### config.mk
export PLATFORM = sky130hd
export DESIGN_NAME = flash_pe_sequencer
export DESIGN_NICKNAME = d
export VERILOG_FILES = /design/src/rtl/fps_pkg.sv /design/src/rtl/fps_cursor.sv /design/src/rtl/fps_poll_timer.sv /design/src/rtl/flash_pe_sequencer.sv
export SDC_FILE = /design/constraint.sdc
export NUM_CORES = 1
export LEC_CHECK = 0
export BUFFER_PORTS_ARGS = -buffer_cell sky130_fd_sc_hd__buf_4
export CORE_ASPECT_RATIO = 0.75
export CORE_MARGIN = 3
export CORE_UTILIZATION = 60
export DETAILED_ROUTE_END_ITERATION = 8
export PLACE_DENSITY_LB_ADDON = 0.2
export SYNTH_ARGS = -nofsm -noshare
export SYNTH_HDL_FRONTEND = slang
export SYNTH_SLANG_ARGS = --single-unit
### constraint.sdc
create_clock -name clk -period 13.45 [get_ports clk]
set_clock_uncertainty 0.1 [all_clocks]
set_input_delay 2.0175 -clock clk [delete_from_list [all_inputs] [get_ports clk]]
set_output_delay 2.0175 -clock clk [all_outputs]
set_load 0.02 [all_outputs]
### src/rtl/fps_pkg.sv
package fps_pkg;

    // Serial-flash opcodes driven onto eng_op
    localparam logic [7:0] OP_WREN   = 8'h06;
    localparam logic [7:0] OP_RDSR   = 8'h05;
    localparam logic [7:0] OP_PROG   = 8'h02;
    localparam logic [7:0] OP_SERASE = 8'h20;

    // Status byte fields
    localparam logic [7:0] ST_WEL_MASK = 8'h02;
    localparam logic [7:0] ST_WIP_MASK = 8'h01;

    typedef enum logic [4:0] {
        S_IDLE,
        S_CHECK,
        S_WREN_SEND,
        S_WREN_WAIT,
        S_WEL_RD,
        S_WEL_WAIT,
        S_WEL_GAP,
        S_OP_SEND,
        S_OP_WAIT,
        S_PROG_HOLD,
        S_WIP_RD,
        S_WIP_WAIT,
        S_WIP_GAP,
        S_NEXT,
        S_DONE_OK,
        S_DONE_ERR
    } seq_state_e;

endpackage

### src/rtl/fps_cursor.sv
module fps_cursor #(
    parameter int ADDR_W       = 24,
    parameter int LEN_W        = 24,
    parameter int PAGE_BYTES   = 256,
    parameter int SECTOR_BYTES = 4096,
    localparam int PG_LOG      = $clog2(PAGE_BYTES),
    localparam int SEC_LOG     = $clog2(SECTOR_BYTES),
    localparam int PG_W        = PG_LOG + 1
) (
    input  logic              clk,
    input  logic              rst_n,
    input  logic              load,
    input  logic              step,
    input  logic              in_erase,
    input  logic [ADDR_W-1:0] in_addr,
    input  logic [LEN_W-1:0]  in_len,
    output logic              is_erase,
    output logic [ADDR_W-1:0] cur_addr,
    output logic [PG_W-1:0]   prog_len,
    output logic              rem_zero,
    output logic              last,
    output logic              misaligned
);

    logic              erase_q;
    logic [ADDR_W-1:0] addr_q;
    logic [LEN_W-1:0]  rem_q;
    logic [LEN_W-1:0]  room;
    logic [LEN_W-1:0]  chunk;

    // Piece size: a whole sector, or what is left of the current page
    always_comb begin
        room = LEN_W'(PAGE_BYTES) - LEN_W'(addr_q[PG_LOG-1:0]);
        if (erase_q) begin
            chunk = LEN_W'(SECTOR_BYTES);
        end else begin
            chunk = (rem_q < room) ? rem_q : room;
        end
    end

    always_ff @(posedge clk or negedge rst_n) begin
        if (!rst_n) begin
            erase_q <= 1'b0;
            addr_q  <= '0;
            rem_q   <= '0;
        end else if (load) begin
            erase_q <= in_erase;
            addr_q  <= in_addr;
            rem_q   <= in_len;
        end else if (step) begin
            addr_q  <= addr_q + ADDR_W'(chunk);
            rem_q   <= rem_q - chunk;
        end
    end

    assign is_erase   = erase_q;
    assign cur_addr   = addr_q;
    assign prog_len   = chunk[PG_W-1:0];
    assign rem_zero   = (rem_q == '0);
    assign last       = (rem_q <= chunk);
    assign misaligned = erase_q && ((|addr_q[SEC_LOG-1:0]) || (|rem_q[SEC_LOG-1:0]));


    page_align_after_step_chk: assert property (@(posedge clk) disable iff (!rst_n)
        (step && !erase_q) |=> ((addr_q[PG_LOG-1:0] == '0) || (rem_q == '0)));


    sector_align_after_step_chk: assert property (@(posedge clk) disable iff (!rst_n)
        (step && erase_q) |=> (addr_q[SEC_LOG-1:0] == '0));

endmodule

### src/rtl/fps_poll_timer.sv
module fps_poll_timer #(
    parameter int GAP_CYC    = 100000,
    parameter int HOLD_CYC   = 100000,
    parameter int POLL_LIMIT = 10000,
    localparam int WAIT_MAX  = (GAP_CYC > HOLD_CYC) ? GAP_CYC : HOLD_CYC,
    localparam int CW        = $clog2(WAIT_MAX + 1),
    localparam int TW        = $clog2(POLL_LIMIT + 1)
) (
    input  logic clk,
    input  logic rst_n,
    input  logic gap_load,
    input  logic hold_load,
    input  logic tries_clr,
    input  logic tries_inc,
    output logic wait_over,
    output logic tries_last
);

    logic [CW-1:0] cnt_q;
    logic [TW-1:0] tries_q;

    always_ff @(posedge clk or negedge rst_n) begin
        if (!rst_n) begin
            cnt_q <= '0;
        end else if (gap_load) begin
            cnt_q <= CW'(GAP_CYC);
        end else if (hold_load) begin
            cnt_q <= CW'(HOLD_CYC);
        end else if (cnt_q != '0) begin
            cnt_q <= cnt_q - 1'b1;
        end
    end

    always_ff @(posedge clk or negedge rst_n) begin
        if (!rst_n) begin
            tries_q <= '0;
        end else if (tries_clr) begin
            tries_q <= '0;
        end else if (tries_inc) begin
            tries_q <= tries_q + 1'b1;
        end
    end

    assign wait_over  = (cnt_q == '0);
    assign tries_last = (tries_q == TW'(POLL_LIMIT - 1));


    retry_bound_chk: assert property (@(posedge clk) disable iff (!rst_n)
        tries_q < TW'(POLL_LIMIT));


    wait_armed_chk: assert property (@(posedge clk) disable iff (!rst_n)
        (gap_load || hold_load) |=> !wait_over);

endmodule

### src/rtl/flash_pe_sequencer.sv
module flash_pe_sequencer
    import fps_pkg::*;
#(
    parameter int ADDR_W        = 24,
    parameter int LEN_W         = 24,
    parameter int PAGE_BYTES    = 256,
    parameter int SECTOR_BYTES  = 4096,
    parameter int POLL_LIMIT    = 10000,
    parameter int POLL_GAP_CYC  = 100000,
    parameter int PROG_WAIT_CYC = 100000,
    localparam int PG_LOG       = $clog2(PAGE_BYTES),
    localparam int SEC_LOG      = $clog2(SECTOR_BYTES),
    localparam int PG_W         = PG_LOG + 1
) (
    input  logic              clk,
    input  logic              rst_n,
    input  logic              req_valid,
    input  logic              req_erase,
    input  logic [ADDR_W-1:0] req_addr,
    input  logic [LEN_W-1:0]  req_len,
    input  logic [7:0]        pdata,
    output logic              pdata_take,
    output logic              busy,
    output logic              done,
    output logic              error,
    output logic              eng_start,
    output logic [7:0]        eng_op,
    output logic              eng_has_addr,
    output logic [ADDR_W-1:0] eng_addr,
    output logic [PG_W-1:0]   eng_wlen,
    output logic              eng_read,
    input  logic              eng_wpull,
    output logic [7:0]        eng_wdata,
    input  logic              eng_done,
    input  logic [7:0]        eng_rdata
);

    seq_state_e state_q, state_d;

    logic              ld_cur, step_cur;
    logic              gap_ld, hold_ld, tr_clr, tr_inc;
    logic              is_erase, rem_zero, last, misaligned;
    logic              wait_over, tries_last;
    logic [ADDR_W-1:0] cur_addr;
    logic [PG_W-1:0]   prog_len;
    logic              wel_set, wip_set;

    fps_cursor #(
        .ADDR_W      (ADDR_W),
        .LEN_W       (LEN_W),
        .PAGE_BYTES  (PAGE_BYTES),
        .SECTOR_BYTES(SECTOR_BYTES)
    ) u_cursor (
        .clk        (clk),
        .rst_n      (rst_n),
        .load       (ld_cur),
        .step       (step_cur),
        .in_erase   (req_erase),
        .in_addr    (req_addr),
        .in_len     (req_len),
        .is_erase   (is_erase),
        .cur_addr   (cur_addr),
        .prog_len   (prog_len),
        .rem_zero   (rem_zero),
        .last       (last),
        .misaligned (misaligned)
    );

    fps_poll_timer #(
        .GAP_CYC    (POLL_GAP_CYC),
        .HOLD_CYC   (PROG_WAIT_CYC),
        .POLL_LIMIT (POLL_LIMIT)
    ) u_timer (
        .clk        (clk),
        .rst_n      (rst_n),
        .gap_load   (gap_ld),
        .hold_load  (hold_ld),
        .tries_clr  (tr_clr),
        .tries_inc  (tr_inc),
        .wait_over  (wait_over),
        .tries_last (tries_last)
    );

    assign wel_set = (eng_rdata & ST_WEL_MASK) != 8'h00;
    assign wip_set = (eng_rdata & ST_WIP_MASK) != 8'h00;

    // State register
    always_ff @(posedge clk or negedge rst_n) begin
        if (!rst_n) begin
            state_q <= S_IDLE;
        end else begin
            state_q <= state_d;
        end
    end

    // Transitions and the strobes tied to them
    always_comb begin
        state_d  = state_q;
        ld_cur   = 1'b0;
        step_cur = 1'b0;
        gap_ld   = 1'b0;
        hold_ld  = 1'b0;
        tr_clr   = 1'b0;
        tr_inc   = 1'b0;
        unique case (state_q)
            S_IDLE: begin
                if (req_valid) begin
                    ld_cur  = 1'b1;
                    state_d = S_CHECK;
                end
            end
            S_CHECK: begin
                if (misaligned)    state_d = S_DONE_ERR;
                else if (rem_zero) state_d = S_DONE_OK;
                else               state_d = S_WREN_SEND;
            end
            S_WREN_SEND: begin
                tr_clr  = 1'b1;
                state_d = S_WREN_WAIT;
            end
            S_WREN_WAIT: begin
                if (eng_done) state_d = S_WEL_RD;
            end
            S_WEL_RD: state_d = S_WEL_WAIT;
            S_WEL_WAIT: begin
                if (eng_done) begin
                    if (wel_set) begin
                        state_d = S_OP_SEND;
                    end else if (tries_last) begin
                        state_d = S_DONE_ERR;
                    end else begin
                        tr_inc  = 1'b1;
                        gap_ld  = 1'b1;
                        state_d = S_WEL_GAP;
                    end
                end
            end
            S_WEL_GAP: begin
                if (wait_over) state_d = S_WEL_RD;
            end
            S_OP_SEND: begin
                tr_clr  = 1'b1;
                state_d = S_OP_WAIT;
            end
            S_OP_WAIT: begin
                if (eng_done) begin
                    if (is_erase) begin
                        state_d = S_WIP_RD;
                    end else begin
                        hold_ld = 1'b1;
                        state_d = S_PROG_HOLD;
                    end
                end
            end
            S_PROG_HOLD: begin
                if (wait_over) state_d = S_WIP_RD;
            end
            S_WIP_RD: state_d = S_WIP_WAIT;
            S_WIP_WAIT: begin
                if (eng_done) begin
                    if (!wip_set) begin
                        state_d = S_NEXT;
                    end else if (tries_last) begin
                        state_d = S_DONE_ERR;
                    end else begin
                        tr_inc  = 1'b1;
                        gap_ld  = 1'b1;
                        state_d = S_WIP_GAP;
                    end
                end
            end
            S_WIP_GAP: begin
                if (wait_over) state_d = S_WIP_RD;
            end
            S_NEXT: begin
                step_cur = 1'b1;
                state_d  = last ? S_DONE_OK : S_WREN_SEND;
            end
            S_DONE_OK:  state_d = S_IDLE;
            S_DONE_ERR: state_d = S_IDLE;
            default:    state_d = S_IDLE;
        endcase
    end

    // Outputs decoded from the state alone
    always_comb begin
        eng_start    = 1'b0;
        eng_op       = 8'h00;
        eng_has_addr = 1'b0;
        eng_addr     = '0;
        eng_wlen     = '0;
        eng_read     = 1'b0;
        busy         = 1'b1;
        done         = 1'b0;
        error        = 1'b0;
        unique case (state_q)
            S_IDLE: busy = 1'b0;
            S_WREN_SEND, S_WREN_WAIT: begin
                eng_start = (state_q == S_WREN_SEND);
                eng_op    = OP_WREN;
            end
            S_WEL_RD, S_WEL_WAIT, S_WIP_RD, S_WIP_WAIT: begin
                eng_start = (state_q == S_WEL_RD) || (state_q == S_WIP_RD);
                eng_op    = OP_RDSR;
                eng_read  = 1'b1;
            end
            S_OP_SEND, S_OP_WAIT: begin
                eng_start    = (state_q == S_OP_SEND);
                eng_op       = is_erase ? OP_SERASE : OP_PROG;
                eng_has_addr = 1'b1;
                eng_addr     = cur_addr;
                eng_wlen     = is_erase ? '0 : prog_len;
            end
            S_DONE_OK: begin
                busy = 1'b0;
                done = 1'b1;
            end
            S_DONE_ERR: begin
                busy  = 1'b0;
                done  = 1'b1;
                error = 1'b1;
            end
            default: ;
        endcase
    end

    assign pdata_take = eng_wpull && (state_q == S_OP_WAIT) && !is_erase;
    assign eng_wdata  = pdata;


    page_bound_chk: assert property (@(posedge clk) disable iff (!rst_n)
        (eng_start && eng_op == OP_PROG) |->
            (eng_wlen != '0) && ((int'(eng_addr[PG_LOG-1:0]) + int'(eng_wlen)) <= PAGE_BYTES));


    sector_addr_chk: assert property (@(posedge clk) disable iff (!rst_n)
        (eng_start && eng_op == OP_SERASE) |-> (eng_addr[SEC_LOG-1:0] == '0));


    done_pulse_chk: assert property (@(posedge clk) disable iff (!rst_n)
        done |=> !done);


    single_start_chk: assert property (@(posedge clk) disable iff (!rst_n)
        eng_start |=> !eng_start);

endmodule

==> parameters.txt <==
Parameter                              Value

Run status
  Result of the run ... finished, final reports clean

Setup path
  End of the worst register-to-register path ... u_cursor.cur_addr[20]$_DFFE_PN0P_
  CP max stage cell ... sky130_fd_sc_hd__a2111oi_0
  Max Fanout on Critical Path ... 9
  Worst setup EP type ... flop
  Cell-by-cell trace of the critical path ... inv_1, ha_1, nand2_1, or3_4, xnor2_1, ha_1, a21o_1, a2111oi_0, o21ai_2, mux2i_1, or2_2, fa_1, nand2b_1, a21oi_1, o21ai_1, o21ai_1, a21oi_1, a21oi_1, a21oi_1, and4b_1, or3_1
  Worst path most repeated cell ... sky130_fd_sc_hd__a21oi_1
  Crit path launch type ... flop
  Depth of the worst register-to-register path ... 21
  Critical path buffers and inverters ... 1
  Worst flop-to-flop path startpoint ... u_cursor.cur_addr[1]$_DFFE_PN0P_
  Data arrival time of the critical path ... 6190 ps
  Req. time, crit path ... 13570 ps
  Register-to-register setup slack ... 7380 ps
  Kind of cell adding the most delay to the critical path ... compound AO/OA/AOI/OAI gates
  Critical Path Max Stage Delay ... 590 ps
  Critical path start-end classification ... flop to flop

Layout
  Antenna Diode Count ... 0
  Share of the core filled with cells ... 72.1%
  Post-synthesis to final-layout area growth ... 15.8%
  Ratio of cells with drive above 1 in the final layout ... 16.0%
  Layout net count ... 1121

STA
  Count of final hold-check violations ... 0
  Final hold slack ... 402 ps
  Ratio of final minimum period to clock period ... 45.2%
  # setup viols final ... 0
  Unrepaired setup endpoints after global routing ... no
  TNS Setup ... 0 ps
  Count of pins over their slew limit ... 0
  Maximum clock frequency ... 0.165 GHz
  Transition time of the tightest slew-check pin ... 1010 ps
  Minimum clock period ... 6070 ps
  Slew HR ... 32.9%

Floorplan
  Die X-Extent ... 133 um
  Core region area ... 11700 sq um
  Area of the die ... 13600 sq um
  Die height ... 102 um
  Rows ... 34
  Initial core utilization ... 62.3%
  I/O Pins ... 126

Power and ir drop
  Leak pwr ... 3.74 nW
  Cell Pwr Density ... 72.5 nW/um^2
  Maximum vdd ir drop ... 0.0000585 V
  Switching power ... 0.000151 W
  Switching part of the total power ... 24.7%
  Proportion of power drawn by flip-flops and latches ... 42.3%
  Share of power burned in combinational logic ... 13.9%
  Proportion of power drawn by the clock network ... 43.8%
  Internal Power ... 0.000463 W

Hold path
  Worst Hold Path Cells ... 2
  Hold path start ... u_timer.cnt_q[5]$_DFFE_PN0P_
  Path type of the worst min-delay path ... flop to flop
  Worst min-delay path endpoint ... u_timer.cnt_q[5]$_DFFE_PN0P_

Global route
  Number of antenna violations at the first check in global routing ... 0
  Congestion Overflow GR ... 0
  First-pass GRT wire length ... 31700 um
  Number of global-route vias before repair ... 6230
  Maximum number of pins on one net before global-route repair ... 78
  GRT Overall Usage ... 28.7%

Drt
  Number of DRC violations after detailed-routing iteration 0 ... 671
  Number of nets with antenna violations after detailed routing ... 0
  Overall via count from detail_route ... 6871
  Routed wire length ... 19300 um
  Vias per Instance ... 5.94
  Pre-Repair DR Iteration Count ... 5
  Mean routed wirelength per cell ... 16.7 um
  DRC errors left ... 0

Synth
  Unique masters post-synth ... 88
  Number of synthesized flops with an enable pin ... 0
  #FFs+latches synth ... 84
  Sequential fraction of the synthesis area ... 28.7%
  List of most frequent post-synthesis cells ... 91 x sky130_fd_sc_hd__a21oi_1, 91 x sky130_fd_sc_hd__nor2_1, 84 x sky130_fd_sc_hd__dfrtp_1
  Fraction of synthesis flops using an asynchronous set or reset pin ... 100%
  Cell type with the highest aggregate area in the netlist ... sky130_fd_sc_hd__dfrtp_1
  Number of warnings printed during yosys synthesis ... 0
  Dominant register cell in the synthesized netlist ... sky130_fd_sc_hd__dfrtp_1
  Gate count after technology mapping ... 895
  Synthesized cell area ... 7310 sq um
  Portion of synthesized cell area occupied by the leading cell type ... 28.7%
  Synthesized area per cell ... 8.17 sq um
  Synth top area cells ... sky130_fd_sc_hd__dfrtp_1 29%, sky130_fd_sc_hd__ha_1 9.9%, sky130_fd_sc_hd__a21oi_1 6.2%, sky130_fd_sc_hd__nor2_1 4.7%, sky130_fd_sc_hd__xnor2_1 4.0%

CTS
  Root Buffer Master ... sky130_fd_sc_hd__clkbuf_16
  Post-CTS setup buffer count ... 0
  Number of instances resized during post-cts repair ... 0
  Clock-pin slew reported for the worst setup and hold paths after clock tree synthesis ... 60 ps
  Worst skew pair latency ... 340 ps
  Htree depth ... 3
  Clock tree from TritonCTS ... done
  Number of sinks on the clock net ... 84
  TritonCTS buffer count ... 9
  Number of buffers inserted by hold repair at cts ... 0
  Maximum clock insertion buffer count ... 2

Place
  Final HPWL DP ... 14000 um
  Port bufs ... 99
  Weighted congestion at the end of routability-driven global placement ... 0.956

Flow run
  Number of violations of the max-capacitance limit ... 0
==> worst reg2reg max path, cell delays in order, from the launching register on <==
cell                        delay (ps)
sky130_fd_sc_hd__dfrtp_1           400
sky130_fd_sc_hd__inv_1             190
sky130_fd_sc_hd__ha_1              230
sky130_fd_sc_hd__nand2_1           110
sky130_fd_sc_hd__or3_4             370
sky130_fd_sc_hd__xnor2_1           160
sky130_fd_sc_hd__ha_1              200
sky130_fd_sc_hd__a21o_1            160
sky130_fd_sc_hd__a2111oi_0         590
sky130_fd_sc_hd__o21ai_2           340
sky130_fd_sc_hd__mux2i_1           260
sky130_fd_sc_hd__or2_2             360
sky130_fd_sc_hd__fa_1              440
sky130_fd_sc_hd__nand2b_1          200
sky130_fd_sc_hd__a21oi_1           240
sky130_fd_sc_hd__o21ai_1           180
sky130_fd_sc_hd__o21ai_1           290
sky130_fd_sc_hd__a21oi_1           130
sky130_fd_sc_hd__a21oi_1           300
sky130_fd_sc_hd__a21oi_1           140
sky130_fd_sc_hd__and4b_1           210
sky130_fd_sc_hd__or3_1             330
==> cells by family after synthesis <==
group	Yosys count	share of synthesized area, %
multiplexers	16	2.48
buffers and inverters	82	5.27
flip-flops	84	28.7
AND/OR/NAND/NOR	337	23.8
other	2	0.103
AO/OA/AOI/OAI	256	22.2
adder cells (fa/ha/maj)	60	10.5
XOR/XNOR	58	6.95
==> power groups by stage <==
stage                     Clock [W]  Sequential [W]  Combinational, W
final                      0.000269        0.000260         0.0000854
after floorplan                   0        0.000263         0.0000597
after global placement            0        0.000264         0.0000819
after global routing       0.000282        0.000260         0.0000951
after CTS                  0.000273        0.000260         0.0000839
after detailed placement          0        0.000264         0.0000832
==> cell usage in the layout, fill, tap and decap left out, drive strengths merged, types with 31 or more instances in the layout <==
cell / n
xnor2: 33
o21ai: 65
buf: 104
dfrtp: 84
a21oi: 93
ha: 58
inv: 34
nand3: 32
nand2: 71
nor2: 95
conb: 31
==> cell type report <==
type	instances	area [sq um]
Multi-Input combinational cell	758	4930
Fill cell	965	3280
Sequential cell	84	2100
Timing Repair Buffer	104	781
Clock buffer	11	243
Tap cell	162	203
Inverter	34	128
Clock inverter	4	73.8
==> metal layers <==
metal | track usage (%) | vias up | part of all wire, %
li1 | - | 3358 | -
met5 | 0 | - | 0
met1 | 43.4 | 3210 | 48
met4 | 5.93 | 0 | 1.2
met2 | 43.4 | 285 | 43
met3 | 4.92 | 18 | 8.2
==> through the flow <==
stage	worst slack, ps	cell area, sq um	instances	total power, W
after floorplan	8410	7420	924	0.000323
after global placement	7720	8150	1142	0.000346
after detailed placement	7700	8150	1142	0.000348
after CTS	7450	8460	1157	0.000616
after global routing	7020	8460	1157	0.000637
final	7380	8460	1157	0.000614
==> worst max-delay path by stage <==
stage                                           startpoint                                end  slack, ps  depth (start not counted)
after floorplan           u_cursor.cur_addr[1]$_DFFE_PN0P_                        eng_wlen[3]       8410                         11
after global placement    u_cursor.cur_addr[1]$_DFFE_PN0P_  u_cursor.cur_addr[20]$_DFFE_PN0P_       7720                         23
after detailed placement  u_cursor.cur_addr[1]$_DFFE_PN0P_  u_cursor.cur_addr[20]$_DFFE_PN0P_       7700                         21
after CTS                 u_cursor.cur_addr[1]$_DFFE_PN0P_  u_cursor.cur_addr[20]$_DFFE_PN0P_       7450                         21
after global routing      u_cursor.cur_addr[1]$_DFFE_PN0P_  u_cursor.cur_addr[20]$_DFFE_PN0P_       7020                         23
final                     u_cursor.cur_addr[1]$_DFFE_PN0P_  u_cursor.cur_addr[20]$_DFFE_PN0P_       7380                         21
==> registers in the layout, indices dropped and copies added (netlist names) <==
| name | count |
|---|---|
| u_cursor.cur_addr | 24 |
| u_cursor.rem_q | 24 |
| state_q | 4 |
| u_timer.cnt_q | 17 |
| u_timer.tries_q | 14 |
| u_cursor.is_erase | 1 |
Power figures use the tool's default switching activity.
